`src/rtl/dct_pkg.sv`:
```
package dct_pkg;
  localparam int unsigned DW      = 8;
  localparam int unsigned NFLAG   = 3;
  localparam int unsigned FLG_LSB = 5;
  localparam int unsigned OS_W    = 4;

  localparam logic [DW-1:0] CSR_RESET = 8'h10;

  typedef enum logic [1:0] {
    ADDR_CSR  = 2'd0,
    ADDR_CNT  = 2'd1,
    ADDR_CMPA = 2'd2,
    ADDR_CMPB = 2'd3
  } reg_addr_e;

  typedef enum logic [1:0] {
    PIN_HOLD   = 2'd0,
    PIN_LOW    = 2'd1,
    PIN_HIGH   = 2'd2,
    PIN_TOGGLE = 2'd3
  } pin_act_e;

  // flag index order inside the flag vector
  localparam int unsigned FI_OVF = 0;
  localparam int unsigned FI_CMA = 1;
  localparam int unsigned FI_CMB = 2;
endpackage

```
`src/rtl/dct_rst_sync.sv`:
```
module dct_rst_sync #(
  parameter int unsigned STAGES = 2
) (
  input  logic clk,
  input  logic arst_n,
  output logic rst_n_o
);
  logic [STAGES-1:0] sync_q;
  logic [STAGES-1:0] sync_d;

  always_comb begin
    sync_d = {sync_q[STAGES-2:0], 1'b1};
  end

  always_ff @(posedge clk or negedge arst_n) begin
    if (!arst_n) sync_q <= '0;
    else         sync_q <= sync_d;
  end

  assign rst_n_o = sync_q[STAGES-1];
endmodule

```
`src/rtl/dct_count_unit.sv`:
```
module dct_count_unit #(
  parameter int unsigned      W        = 8,
  parameter logic [W-1:0]     CMP_INIT = '1
) (
  input  logic         clk,
  input  logic         rst_n,
  input  logic         tick_i,
  input  logic         wr_cnt_i,
  input  logic         wr_cmpa_i,
  input  logic         wr_cmpb_i,
  input  logic [W-1:0] wdata_i,
  output logic [W-1:0] cnt_o,
  output logic [W-1:0] cmpa_o,
  output logic [W-1:0] cmpb_o,
  output logic         hit_ovf_o,
  output logic         hit_a_o,
  output logic         hit_b_o
);
  localparam logic [W-1:0] ONE = {{(W-1){1'b0}}, 1'b1};
  localparam logic [W-1:0] TOP = '1;

  logic [W-1:0] cnt_q, cnt_d, cnt_inc;
  logic [W-1:0] cmpa_q, cmpb_q;
  logic         cnt_en, advance;

  always_comb begin
    cnt_inc = cnt_q + ONE;
    advance = tick_i & ~wr_cnt_i;
    cnt_en  = wr_cnt_i | advance;
    if (wr_cnt_i) cnt_d = wdata_i;
    else          cnt_d = cnt_inc;
  end

  always_comb begin
    hit_ovf_o = advance & (cnt_q == TOP);
    hit_a_o   = advance & (cnt_inc == cmpa_q);
    hit_b_o   = advance & (cnt_inc == cmpb_q);
  end

  always_ff @(posedge clk or negedge rst_n) begin
    if (!rst_n)      cnt_q <= '0;
    else if (cnt_en) cnt_q <= cnt_d;
  end

  always_ff @(posedge clk or negedge rst_n) begin
    if (!rst_n)         cmpa_q <= CMP_INIT;
    else if (wr_cmpa_i) cmpa_q <= wdata_i;
  end

  always_ff @(posedge clk or negedge rst_n) begin
    if (!rst_n)         cmpb_q <= CMP_INIT;
    else if (wr_cmpb_i) cmpb_q <= wdata_i;
  end

  assign cnt_o  = cnt_q;
  assign cmpa_o = cmpa_q;
  assign cmpb_o = cmpb_q;
endmodule

```
`src/rtl/dct_flag_cell.sv`:
```
module dct_flag_cell (
  input  logic clk,
  input  logic rst_n,
  input  logic lp_i,
  input  logic set_i,
  input  logic rd_sel_i,
  input  logic wr_sel_i,
  input  logic wbit_i,
  output logic flag_o,
  output logic arm_o
);
  logic flag_q, flag_d;
  logic arm_q, arm_d;
  logic clr_req;

  always_comb begin
    clr_req = wr_sel_i & ~wbit_i & arm_q;
    if (lp_i)         flag_d = 1'b0;
    else if (set_i)   flag_d = 1'b1;   // set beats clear
    else if (clr_req) flag_d = 1'b0;
    else              flag_d = flag_q;
  end

  always_comb begin
    if (lp_i)                     arm_d = 1'b0;
    else if (wr_sel_i)            arm_d = 1'b0;
    else if (rd_sel_i && flag_q)  arm_d = 1'b1;
    else                          arm_d = arm_q;
  end

  always_ff @(posedge clk or negedge rst_n) begin
    if (!rst_n) begin
      flag_q <= 1'b0;
      arm_q  <= 1'b0;
    end else begin
      flag_q <= flag_d;
      arm_q  <= arm_d;
    end
  end

  assign flag_o = flag_q;
  assign arm_o  = arm_q;
endmodule

```
`src/rtl/dct_pin_ctrl.sv`:
```
module dct_pin_ctrl
  import dct_pkg::*;
(
  input  logic       clk,
  input  logic       rst_n,
  input  logic       lp_i,
  input  logic       ev_a_i,
  input  logic       ev_b_i,
  input  logic [1:0] act_a_i,
  input  logic [1:0] act_b_i,
  output logic       pin_o
);
  pin_act_e sel;
  logic     pin_q, pin_d, pin_en;

  always_comb begin
    sel = PIN_HOLD;
    if (!lp_i) begin
      if (ev_b_i && (pin_act_e'(act_b_i) != PIN_HOLD)) sel = pin_act_e'(act_b_i);
      else if (ev_a_i)                                 sel = pin_act_e'(act_a_i);
    end
  end

  always_comb begin
    pin_en = (sel != PIN_HOLD);
    unique case (sel)
      PIN_LOW:    pin_d = 1'b0;
      PIN_HIGH:   pin_d = 1'b1;
      PIN_TOGGLE: pin_d = ~pin_q;
      default:    pin_d = pin_q;
    endcase
  end

  always_ff @(posedge clk or negedge rst_n) begin
    if (!rst_n)      pin_q <= 1'b0;
    else if (pin_en) pin_q <= pin_d;
  end

  assign pin_o = pin_q;
endmodule

```
`src/rtl/dct_timer_csr.sv`:
```
module dct_timer_csr
  import dct_pkg::*;
(
  input  logic          clk,
  input  logic          arst_n,
  input  logic          lp_mode_i,
  input  logic          tick_i,
  input  logic          rd_i,
  input  logic          wr_i,
  input  logic [1:0]    addr_i,
  input  logic [DW-1:0] wdata_i,
  input  logic          ext_cma_i,
  input  logic          ext_cmb_i,
  input  logic          ext_ovf_i,
  output logic [DW-1:0] rdata_o,
  output logic          cmp_pin_o
);
  logic rst_n;

  dct_rst_sync #(.STAGES(2)) u_rst (
    .clk     (clk),
    .arst_n  (arst_n),
    .rst_n_o (rst_n)
  );

  reg_addr_e addr;
  logic wr_csr, rd_csr, wr_cnt, wr_cmpa, wr_cmpb;

  always_comb begin
    addr    = reg_addr_e'(addr_i);
    wr_csr  = wr_i & (addr == ADDR_CSR) & ~lp_mode_i;
    rd_csr  = rd_i & (addr == ADDR_CSR) & ~lp_mode_i;
    wr_cnt  = wr_i & (addr == ADDR_CNT);
    wr_cmpa = wr_i & (addr == ADDR_CMPA);
    wr_cmpb = wr_i & (addr == ADDR_CMPB);
  end

  logic [DW-1:0] cnt_v, cmpa_v, cmpb_v;
  logic          hit_ovf, hit_a, hit_b;

  dct_count_unit #(.W(DW), .CMP_INIT('1)) u_cnt (
    .clk       (clk),
    .rst_n     (rst_n),
    .tick_i    (tick_i),
    .wr_cnt_i  (wr_cnt),
    .wr_cmpa_i (wr_cmpa),
    .wr_cmpb_i (wr_cmpb),
    .wdata_i   (wdata_i),
    .cnt_o     (cnt_v),
    .cmpa_o    (cmpa_v),
    .cmpb_o    (cmpb_v),
    .hit_ovf_o (hit_ovf),
    .hit_a_o   (hit_a),
    .hit_b_o   (hit_b)
  );

  logic [NFLAG-1:0] flag_ev, flag_q, arm_q;

  always_comb begin
    flag_ev         = '0;
    flag_ev[FI_OVF] = hit_ovf | ext_ovf_i;
    flag_ev[FI_CMA] = hit_a   | ext_cma_i;
    flag_ev[FI_CMB] = hit_b   | ext_cmb_i;
  end

  for (genvar k = 0; k < NFLAG; k++) begin : g_flag
    dct_flag_cell u_cell (
      .clk      (clk),
      .rst_n    (rst_n),
      .lp_i     (lp_mode_i),
      .set_i    (flag_ev[k]),
      .rd_sel_i (rd_csr),
      .wr_sel_i (wr_csr),
      .wbit_i   (wdata_i[FLG_LSB+k]),
      .flag_o   (flag_q[k]),
      .arm_o    (arm_q[k])
    );
  end

  logic [OS_W-1:0] os_q, os_d;
  logic            os_en;

  always_comb begin
    os_en = wr_csr | lp_mode_i;
    if (lp_mode_i) os_d = '0;
    else           os_d = wdata_i[OS_W-1:0];
  end

  always_ff @(posedge clk or negedge rst_n) begin
    if (!rst_n)     os_q <= '0;
    else if (os_en) os_q <= os_d;
  end

  dct_pin_ctrl u_pin (
    .clk     (clk),
    .rst_n   (rst_n),
    .lp_i    (lp_mode_i),
    .ev_a_i  (flag_ev[FI_CMA]),
    .ev_b_i  (flag_ev[FI_CMB]),
    .act_a_i (os_q[1:0]),
    .act_b_i (os_q[3:2]),
    .pin_o   (cmp_pin_o)
  );

  logic [DW-1:0] csr_view;

  always_comb begin
    if (lp_mode_i) csr_view = CSR_RESET;
    else           csr_view = {flag_q[FI_CMB], flag_q[FI_CMA], flag_q[FI_OVF], 1'b1, os_q};
  end

  always_comb begin
    unique case (addr)
      ADDR_CSR:  rdata_o = csr_view;
      ADDR_CNT:  rdata_o = cnt_v;
      ADDR_CMPA: rdata_o = cmpa_v;
      default:   rdata_o = cmpb_v;
    endcase
  end
endmodule

```
`config.mk`:
```
export PLATFORM = sky130hd
export DESIGN_NAME = dct_timer_csr
export DESIGN_NICKNAME = d
export VERILOG_FILES = /design/src/rtl/dct_pkg.sv /design/src/rtl/dct_rst_sync.sv /design/src/rtl/dct_count_unit.sv /design/src/rtl/dct_flag_cell.sv /design/src/rtl/dct_pin_ctrl.sv /design/src/rtl/dct_timer_csr.sv
export SDC_FILE = /design/constraint.sdc
export NUM_CORES = 1
export LEC_CHECK = 0
export ABC_CLOCK_PERIOD_IN_PS = 1700
export BUFFER_PORTS_ARGS = -buffer_cell sky130_fd_sc_hd__buf_2
export CAP_MARGIN = 20
export CORE_MARGIN = 1
export CORE_UTILIZATION = 58
export CTS_CLUSTER_DIAMETER = 50
export DETAILED_ROUTE_END_ITERATION = 7
export GPL_TIMING_DRIVEN = 0
export PLACE_DENSITY = 0.8
export SLEW_MARGIN = 5
export SYNTH_ARGS = -nofsm -noshare
export SYNTH_HDL_FRONTEND = slang
export SYNTH_SLANG_ARGS = --single-unit
```
`constraint.sdc`:
```
create_clock -name clk -period 1.7 [get_ports clk]
set_input_delay 0.34 -clock clk [delete_from_list [all_inputs] [get_ports clk]]
set_output_delay 0.34 -clock clk [all_outputs]
set_load 0.05 [all_outputs]
```
=== Word level (Yosys, flattened, before mapping) ===
Index checks and enable logic that the tools add are counted.

* Register bits: 37
* Input bits: 19
* Output and inout port bits: 9
* Word-level logic and storage cells: 91

* Add/subtract/negate cells: 1
* Equality and inequality tests: 9
* Muxes and demuxes: 26
* Bitwise operators: 28
* Reductions and logical operators: 15

{| class="wikitable"
|+ Operators by type and width
! operator !! count
|-
| 8-bit one-hot mux with 3 select lines || 1
|-
| 3-bit nonzero test || 7
|-
| 1-bit 2-to-1 mux || 18
|-
| 1-bit AND || 17
|-
| 8-bit == test || 2
|-
| 8-bit 2-to-1 mux || 2
|-
| 8-bit by 1-bit adder with 8-bit output (second input constant) || 1
|-
| 2-bit == test (second input constant) || 4
|-
| 8-bit == test (second input constant) || 1
|-
| 2-bit 2-to-1 mux || 3
|-
| 1-bit NOT || 6
|-
| 1-bit OR || 5
|-
| 2-bit by 1-bit == test with 1-bit output (second input constant) || 2
|-
| 1-bit logical AND || 4
|-
| 4-bit 2-to-1 mux || 1
|-
| 2-bit nonzero test || 2
|-
| 1-bit one-hot mux with 3 select lines || 1
|-
| 2-bit logical NOT || 1
|-
| 2-bit AND reduction || 1
|}

=== Logic depth before layout (Yosys ltp) ===
Gate-level depths: netlist of the first run.

* Depth after elaboration: 12
* Depth in mapped cells: 8
* Gate-level depth less buffers: 7

=== By module ===
A second synthesis of the first run with hierarchy kept.

* Cells, all modules: 205
* Area, all modules: 2342.2 um^2

{| class="wikitable"
|+ Modules (own cells, without submodules)
! module !! times used !! cells an instance !! area each (um^2) !! sequential area each (um^2)
|-
| dct_count_unit || 1 || 125 || 1415.1 || 620.6
|-
| dct_timer_csr || 1 || 45 || 529.3 || 100.1
|-
| dct_flag_cell || 3 || 7 || 86.3 || 50.0
|-
| dct_pin_ctrl || 1 || 11 || 85.1 || 25.0
|-
| dct_rst_sync || 1 || 3 || 53.8 || 50.0
|}

=== Worst setup path before layout of the first run ===
OpenSTA, ideal clock, no wires.

* Path kind: register to register
* Start point: register u_cnt.cnt_q[1] (netlist: u_cnt.cnt_o[1])
* End point: register u_pin.pin_q (netlist: u_pin.pin_o)
* Setup time: 0.132 ns
* Arrival: 1.748 ns
* Required time: 1.568 ns
* Path slack: -0.179 ns
* Stages on the path, launching flop included: 8
* Path buffers: 0
* Period minus slack after synthesis: 1.879 ns
* Cells stage by stage: dfrtp_1 > ha_1 > xnor2_1 > nand4_1 > nor4_2 > a41oi_1 > nor4bb_1 > a211oi_1

* Word-level cells in the longest chain between the ends: 10
* Elaborated cells on any way between the ends: 18
* Those cells by class: add/sub: 1; eq/ne: 5; mux: 4; bitwise: 4; reduce/logical: 4

{| class="wikitable"
|+ RTL lines
! what !! line !! RTL
|-
| start, declared || dct_count_unit.sv:22 || <nowiki>logic [W-1:0] cnt_q, cnt_d, cnt_inc;</nowiki>
|-
| start signal, assigned || dct_count_unit.sv:42 || <nowiki>else if (cnt_en) cnt_q <= cnt_d;</nowiki>
|-
| 8-bit by 1-bit adder with 8-bit output (*) || dct_count_unit.sv:27 || <nowiki>cnt_inc = cnt_q + ONE;</nowiki>
|-
| 8-bit == test (on tied branches) || dct_count_unit.sv:36, dct_count_unit.sv:37 ||
|-
| 1-bit AND (on tied branches) || dct_count_unit.sv:36, dct_count_unit.sv:37 ||
|-
| 1-bit OR (on tied branches) || dct_timer_csr.sv:62, dct_timer_csr.sv:63 ||
|-
| 2-bit 2-to-1 mux or 1-bit logical AND (tied branches) || dct_pin_ctrl.sv:20, dct_pin_ctrl.sv:19 ||
|-
| 2-bit 2-to-1 mux (*) || dct_pin_ctrl.sv:19 || <nowiki>if (ev_b_i && (pin_act_e'(act_b_i) != PIN_HOLD)) sel = pin_act_e'(act_b_i);</nowiki>
|-
| 2-bit 2-to-1 mux (*) || dct_pin_ctrl.sv:18 || <nowiki>if (!lp_i) begin</nowiki>
|-
| 2-bit by 1-bit == test with 1-bit output or 2-bit == test (tied branches) || dct_pin_ctrl.sv:26 || <nowiki>unique case (sel)</nowiki>
|-
| 3-bit nonzero test (no line) || -- ||
|-
| 2-bit AND reduction (no line) || -- ||
|-
| end signal, assigned || dct_pin_ctrl.sv:36 || <nowiki>else if (pin_en) pin_q <= pin_d;</nowiki>
|-
| end, declared || dct_pin_ctrl.sv:14 || <nowiki>logic pin_q, pin_d, pin_en;</nowiki>
|}

Every way passes the cells marked *; elsewhere a longest branch is shown, timed or not.
A chain may end at the register's enable or synchronous reset.

=== Final worst setup path of the first run ===
Same ends and word-level chain as after synthesis.

==> qor.csv, run 1 <==
metric;value;unit
vias in the first global route;1812;
Crit. End Element;flip-flop;
clk root buf;clkbuf_8;
Clock Pin Slew Worst Setup and Hold Paths;80;ps
post-layout min period;1940;ps
Synth Warn #;0;
Hold Vio Cnt, Final;0;
Worst Hold Class;in2reg;
Fin Hold WS;278;ps
worst path required time;1870;ps
final worst slack;-244;ps
worst clock skew;6.92;ps
status;finished, violations left;
drt pass-1 iters;4;
WL final;5470;um
gr usage total;28.8;%
Clk Latency, worst-skew pair;290;ps
Util after Layout;78.9;%
CTS tree;done;
Pwr Total;4.52;mW
Crit Path Max Fanout;6;
# nets final;268;
initial antenna violation count;0;
RD Place Congestion;0.838;
DR vias;1739;
I/O Buffers;26;
Layout area overhead;27.7;%
remaining global-route overflow;0;
DPL Wire Length;3660;um
Yosys cell types;46;
failing checks;negative setup slack;
CP startpoint kind;flip-flop;
fillers;239;
share of cells above drive strength 1;51.8;%
remaining antenna violation count;0;
IO Count;28;
largest net degree at the start of global routing;36;
fmax;514;MHz
FF+latch count, synth;37;
Antenna Cells;0;
Die Wd;65.2;um
Worst R2R Setup Slack;-240;ps
num rows;22;
Syn Inst Count;200;
TritonCTS Buffers;5;
Max-Cap Viols;0;
Die ar.;0.00425;mm2
worst-margin pin slew;766;ps
Placed Instances;274;
Starting Density;61.8;%
final slew viol count;0;
fin cells;297;
VDD IR-drop max;1060;uV
CP Class;reg2reg;
H-Tree Depth;2;
Die Ht;65.2;um
relative slew slack;49.0;%
final worst-path cycle share;114;%
first-pass GRT wire length;8850;um
synthesized area;0.00231;mm2
synthesized net count;220;
initial DRC count;95;
pwr/cell area;1530;mW/mm2
Leakage;1.22;nW
WP data arrival;2110;ps
Vias/cell;5.86;
RSZ-0062 raised after global routing;yes;
final setup fails;10;
Core Box Area;0.00374;mm2
Avg Inst Size Synth;11.6;um2
wire per inst;18.4;um
part of the Yosys area used for sequential elements;40.9;%
DRC;0;
CTS Sinks;37;
Clock Tree Buf Depth;2;
metal layers:
layer	vias to the layer above	global-route usage, %	part of all wire [%]
met2	56	52.5	53
met1	867	34.8	41
li1	804	-	-
met5	-	0	0
met4	0	7.61	1.4
met3	12	5.38	3.9
placed cells by master, fill, tap and decap left out, drive strengths merged, types with 2 or more instances in the layout:
master  count
a211oi      3
a21oi      14
a31oi       2
and2b       3
and3        3
buf        46
clkbuf     12
dfrtp      21
dfstp      16
mux2       16
mux2i       6
mux4        7
nand2       9
nand3       5
nand3b      5
nand4       7
nor2       18
nor2b       4
nor3        3
nor3b       3
nor4        2
xnor2      18
xnor3       2
xor2       10
area by class of cell:
class                           count  area, um2  area share, %
Multi-Input combinational cell    150       1400           47.4
Sequential cell                    37        948           32.1
Timing Repair Buffer               41        320           10.8
Buffer                             12        100           3.39
Clock buffer                        6       82.6           2.80
Tap cell                           48       60.1           2.03
Clock inverter                      2       37.5           1.27
Inverter                            1       3.75          0.127
path summary, 6_finish.rpt:
path,startpoint,depth (start not counted),end
worst max register to register,u_cnt.cnt_o[1],8,u_pin.pin_o
worst min register to register,u_rst.sync_q[1],0,u_pin.pin_o
min in group asynchronous,u_rst.sync_q[1],0,u_pin.pin_o
max in group asynchronous,u_rst.sync_q[1],0,u_cnt.cnt_o[1]
worst max-delay path,u_cnt.cnt_o[1],8,u_pin.pin_o
worst min-delay path,ext_ovf_i,3,g_flag[0].u_cell.flag_o
worst max-delay path, stage by stage, from the launching register on:
cell      delay, ps
dfrtp_2         430
ha_4            190
and2_4          140
buf_4           140
a21o_2          210
a22oi_2         270
a31oi_2         160
a211oi_1        200
a211oi_1         80
metrics by stage:
step           instance area (um2)  setup TNS [ps]  setup slack, ps
2_1_floorplan                 2330           -79.4            -79.4
3_3_place_gp                  2520           -2230             -267
3_5_place_dp                  2520           -2910             -300
4_1_cts                       2850           -1320             -266
5_1_grt                       2950           -1910             -362
6_report                      2950           -1440             -244
state kept, by name (all words and copies together) (netlist names):
| signal | flops |
|---|---|
| g_flag.u_cell.arm_o | 3 |
| g_flag.u_cell.flag_o | 3 |
| os_q | 4 |
| u_cnt.cmpa_o | 8 |
| u_cnt.cmpb_o | 8 |
| u_cnt.cnt_o | 8 |
| u_pin.pin_o | 1 |
| u_rst.sync_q | 2 |
timing repair:
item,in CTS,in global routing
setup buffers,10,5
pin swaps,5,6
hold endpoints to repair,2,0
hold buffers,1,0
gates resized for setup,31,17
setup endpoints to repair,11,11
cloned,0,0
logic make-up after synthesis:
family,Yosys count,share of synthesized area (%)
AOI/OAI and AO/OA,24,6.49
adders and majority gates,1,0.541
DFF,37,40.9
xor gates and xnor gates,30,12.9
and+or+nand+nor,65,17.5
other,1,0.162
buffers and inverters,13,4.11
muxes,29,17.4
power by group:
part	internal [mW]	switching (mW)
registers	1.12	0.188
clock network	0.477	0.315
logic	1.20	1.22
synth_stat cells (all sizes together):
master,number,area [um2]
dfrtp,21,526
nor2,18,70.1
xnor2,18,165
dfstp,16,420
mux2,16,180
a21oi,14,70.1
xor2,10,87.6
nand2,9,33.8
buf,8,56.3
mux4,7,161
nand4,7,43.8
mux2i,6,60.1
nand3,5,37.5
nand3b,5,50.1
clkbuf,4,35.0
nor2b,4,25.0
a211oi,3,22.5
and2b,3,26.3
and3,3,22.5
nor3,3,15.0
nor3b,3,22.5
a31oi,2,12.5
nor4,2,33.8
xnor3,2,46.3
a21o,1,8.76
a221o,1,10.0
a22oi,1,12.5
a41oi,1,8.76
and2,1,8.76
conb,1,3.75
ha,1,12.5
inv,1,3.75
nor4bb,1,10.0
o21ai,1,5.00
or3,1,6.26
No activity file was read; power rests on OpenSTA's default activity.
==> run 2, diff against run 1 <==
- SETUP_SLACK_MARGIN: unset -> 0.02
==> qor.csv, run 2 (same netlist as run 1, synthesis figures left out) <==
metric;value;unit
drt pass-1 iters;4;
slowest stage delay, CP;430;ps
pwr/cell area;1570;mW/mm2
top sig layer;met4;
CP startpoint kind;flip-flop;
start point of the worst hold path;ext_ovf_i;
Clock Tree Buf Depth;2;
Crit. End Element;flip-flop;
Antenna Cells;0;
Hold Vio Cnt, Final;0;
VDD IR-drop max;912;uV
most frequent cells in the layout;buf_2, dfrtp_1, nor2_1;
Layout area overhead;27.1;%
failing checks;negative setup slack;
final worst-path cycle share;117;%
DPL Wire Length;3670;um
RSZ-0062 raised after global routing;yes;
clock network power share;17.2;%
initial DRC count;120;
crit-path cells;ha_4, buf_6, xnor2_4, nand4_1, nor4_4, a31oi_2, a211oi_1, a211oi_1;
num rows;22;
hold worst-path end;g_flag[0].u_cell.flag_o;
Worst R2R Setup Slack;-300;ps
largest net degree at the start of global routing;36;
switching power total;1.77;mW
clk root buf;clkbuf_8;
Die ar.;0.00425;mm2
Vias/cell;5.98;
first-pass GRT wire length;8600;um
status;finished, violations left;
M1 WL;2320;um
Hold Path Stages;3;
share of cells above drive strength 1;51.0;%
Core Box Area;0.00374;mm2
H-Tree Depth;2;
Top cell by count, worst path;a211oi_1;
WP data arrival;2170;ps
IO Count;28;
Starting Density;61.8;%
DRC;0;
Die Ht;65.2;um
CTS Sinks;37;
relative slew slack;49.3;%
Top delay family on crit path;simple AND/OR/NAND/NOR gates;
critical path's slowest cell;dfrtp_2;
Leakage;1.22;nW
sum of buffers and inverters on the critical path;1;
WL met2;3060;um
DR vias;1777;
area of placed instances;0.00252;mm2
remaining global-route overflow;0;
final setup TNS;-1580;ps
Worst Hold Class;in2reg;
R2R cell count;8;
remaining antenna violation count;0;
worst clock skew;6.21;ps
final worst slack;-296;ps
final setup fails;10;
TritonCTS Buffers;5;
wire per inst;19.4;um
vias in the first global route;1716;
CTS tree;done;
Crit Reg-Reg Endpoint;u_pin.pin_o;
post-layout min period;2000;ps
Crit Path Max Fanout;3;
r2r startpoint;u_cnt.cnt_o[1];
Clk Latency, worst-skew pair;300;ps
design area;0.00294;mm2
final slew viol count;0;
Fin Hold WS;290;ps
Clock Pin Slew Worst Setup and Hold Paths;70;ps
fmax;501;MHz
worst path required time;1880;ps
# nets final;268;
I/O Buffers;26;
gr usage total;28.6;%
Sequential Power Share;28.6;%
Cell Int Power;2.84;mW
commonest non-fill, non-tap cell in the layout;buf_2;
Max-Cap Viols;0;
initial antenna violation count;0;
Sw Ratio;38.4;%
RD Place Congestion;0.805;
CP Class;reg2reg;
WL final;5770;um
worst-margin pin slew;760;ps
Die Wd;65.2;um
Logic pwr share;54.2;%
DR WL met3;268;um
-- run 2: per-stage QoR --
step / total power [mW] / setup slack (ps) / std cells / utilization, %
2_1_floorplan: 2.92 / -79.4 / 200 / -
6_report: 4.61 / -296 / 297 / 78.6
5_1_grt: 4.84 / -436 / 297 / 78.6
3_5_place_dp: 3.26 / -306 / 274 / 67.3
4_1_cts: 4.31 / -281 / 293 / 75.7
3_3_place_gp: 3.20 / -287 / 274 / 67.2
-- run 2: timing repair --
item	4_1_cts	5_1_grt
pin swaps	4	4
hold buffers	1	0
setup endpoints to repair	11	10
endpoints found under the hold margin	2	0
gates resized for setup	31	11
buffers inserted	10	4
-- run 2: worst max-delay path by stage --
stage / startpoint / endpoint / slack (ps) / depth (start not counted)
floorplan: u_cnt.cnt_o[1] / u_pin.pin_o / -80 / 7
global placement: u_cnt.cnt_o[1] / u_pin.pin_o / -290 / 7
detailed placement: u_cnt.cnt_o[1] / u_pin.pin_o / -310 / 7
CTS: u_cnt.cnt_o[1] / u_pin.pin_o / -280 / 7
global route: u_cnt.cnt_o[0] / u_pin.pin_o / -440 / 8
finish: u_cnt.cnt_o[1] / u_pin.pin_o / -300 / 8
-- run 2: power groups by stage --
stage | Combinational (mW) | Clock [mW] | Sequential [mW]
after floorplan | 1.60 | 0 | 1.32
after global placement | 1.88 | 0 | 1.33
after detailed placement | 1.92 | 0 | 1.34
after CTS | 2.19 | 0.799 | 1.32
after global routing | 2.65 | 0.842 | 1.35
final | 2.50 | 0.792 | 1.32
-- run 2: layout make-up --
| class | count | area (um2) |
|---|---|---|
| sequential | 37 | 948 |
| inverter | 1 | 3.75 |
| buffer | 12 | 97.6 |
| clock buffer | 7 | 86.3 |
| tap | 48 | 60.1 |
| fill | 252 | 802 |
| timing repair buffer | 41 | 314 |
| clock inverter | 1 | 30.0 |
| multi-input combinational | 150 | 1400 |
-- run 2: routing by layer --
| layer | vias to the layer above | GRT usage, % |
|---|---|---|
| met5 | - | 0 |
| met4 | 0 | 12.8 |
| met3 | 14 | 6.25 |
| met2 | 60 | 47.9 |
| met1 | 894 | 35.3 |
| li1 | 809 | - |
-- run 2: worst reg2reg max path: cells and delay by family, from the launching register on --
family	cells	cell delay [ps]
flip-flops	1	430
XOR/XNOR	1	110
adder cells (fa/ha/maj)	1	290
AND/OR/NAND/NOR	2	480
AO/OA/AOI/OAI	3	450
buffers and inverters	1	110
==> run 3, diff against run 2 <==
- REMOVE_ABC_BUFFERS: unset -> 1
==> qor.csv, run 3 (same netlist as run 1, synthesis figures left out) <==
metric;value;unit
CTS Sinks;37;
first-pass GRT wire length;8520;um
Worst Hold Class;in2reg;
Die Ht;65.2;um
Clock Tree Buf Depth;2;
WP data arrival;2220;ps
remaining global-route overflow;0;
post-layout min period;2050;ps
top sig layer;met4;
final slew viol count;0;
worst-margin pin slew;750;ps
Leakage;1.16;nW
num rows;22;
Crit. End Element;flip-flop;
Clock Pin Slew Worst Setup and Hold Paths;80;ps
most frequent cells in the layout;nor2_1, buf_2, mux2_2, dfstp_2;
Die ar.;0.00425;mm2
failing checks;negative setup slack;
remaining antenna violation count;0;
RD Place Congestion;0.808;
Die Wd;65.2;um
IO Count;28;
worst clock skew;7.51;ps
DPL Wire Length;3290;um
TritonCTS Buffers;5;
largest net degree at the start of global routing;36;
share of cells above drive strength 1;51.0;%
final worst-path cycle share;121;%
pwr/cell area;1500;mW/mm2
WL met2;2760;um
register area;953;um2
I/O Buffers;27;
final worst slack;-352;ps
DR vias;1746;
fillers;266;
drt pass-1 iters;4;
initial DRC count;72;
DR WL met3;316;um
Max-Cap Viols;0;
gr usage total;27.9;%
CP Class;reg2reg;
Clk Latency, worst-skew pair;300;ps
wire per inst;18.9;um
Crit Path Max Fanout;4;
slowest stage delay, CP;440;ps
multi-input logic area;0.00138;mm2
Vias/cell;6.08;
worst path required time;1870;ps
initial antenna violation count;0;
WL final;5420;um
RSZ-0062 raised after global routing;yes;
DRC;0;
# nets final;258;
crit-path cells;ha_4, xnor2_4, xnor2_2, nor4_4, a41oi_2, nor4bb_1, a211oi_1;
clk root buf;clkbuf_8;
Starting Density;61.8;%
VDD IR-drop max;997;uV
CP startpoint kind;flip-flop;
Core Box Area;0.00374;mm2
Hold Vio Cnt, Final;0;
H-Tree Depth;2;
Layout area overhead;22.8;%
status;finished, violations left;
M1 WL;2220;um
Fin Hold WS;285;ps
CTS tree;done;
vias in the first global route;1676;
relative slew slack;50.0;%
Antenna Cells;0;
fmax;487;MHz
critical path's slowest cell;dfrtp_2;
Pwr Total;4.25;mW
final setup fails;9;
## run 3: changes by cell type in the layout (fill, tap and decap cells not counted), sizes merged
cell    change
clkbuf      -4
bufinv      -1
buf         -6
clkinv      +1
## run 3: repair_timing
item / 4_1_cts / 5_1_grt
pin swaps: 8 / 1
endpoints found under the setup margin: 10 / 12
setup buffers: 9 / 6
gates resized for setup: 30 / 19
hold buffers: 1 / 0
endpoints found under the hold margin: 2 / 0
## run 3: routing by layer
metal,GRT usage (%),vias up
met5,0,-
met4,8.42,0
met3,6.77,16
met2,47.4,71
met1,35.1,862
li1,-,797
## run 3: final cells by class
class	count	area share, %
clock buffers	7	3.39
clock inverters	1	0.176
inverters	1	0.132
multi-input cells	150	48.5
flip-flops and latches	37	33.6
well taps	48	2.11
repair buffers	43	12.1
## run 3: metrics by stage
stage | setup slack, ps | util [%] | setup TNS, ps | std cells | area (um2)
3_5_place_dp | -567 | 64.7 | -3710 | 263 | 2420
4_1_cts | -205 | 72.6 | -1200 | 281 | 2720
3_3_place_gp | -823 | 64.6 | -8170 | 263 | 2420
5_1_grt | -397 | 75.9 | -1830 | 287 | 2840
6_report | -352 | 75.9 | -1450 | 287 | 2840
2_1_floorplan | -260 | - | -346 | 188 | 2220
## run 3: path summary, 6_finish.rpt
path	start	endpoint	slack [ps]	cells past startpoint
max reg2reg	u_cnt.cnt_o[0]	u_pin.pin_o	-350	7
min reg2reg	u_rst.sync_q[1]	u_pin.pin_o	350	0
min in group asynchronous	arst_n	u_rst.sync_q[1]	340	2
max	u_cnt.cnt_o[0]	u_pin.pin_o	-350	7
max in group asynchronous	u_rst.sync_q[1]	u_cnt.cnt_o[3]	820	0
min	ext_ovf_i	g_flag[0].u_cell.flag_o	280	3
## run 3: worst max-delay path: cells and delay by family, from the launching register on
kind	cells	cell delay, ps
AND/OR/NAND/NOR	2	730
flip-flops	1	440
XOR/XNOR	2	310
AO/OA/AOI/OAI	2	250
adder cells (fa/ha/maj)	1	200
## run 3: power breakdown
part	internal (mW)	total, mW	switching, mW
Combinational	1.06	2.13	1.07
Sequential	1.13	1.44	0.304
Clock	0.366	0.681	0.315
Total	2.56	4.25	1.69
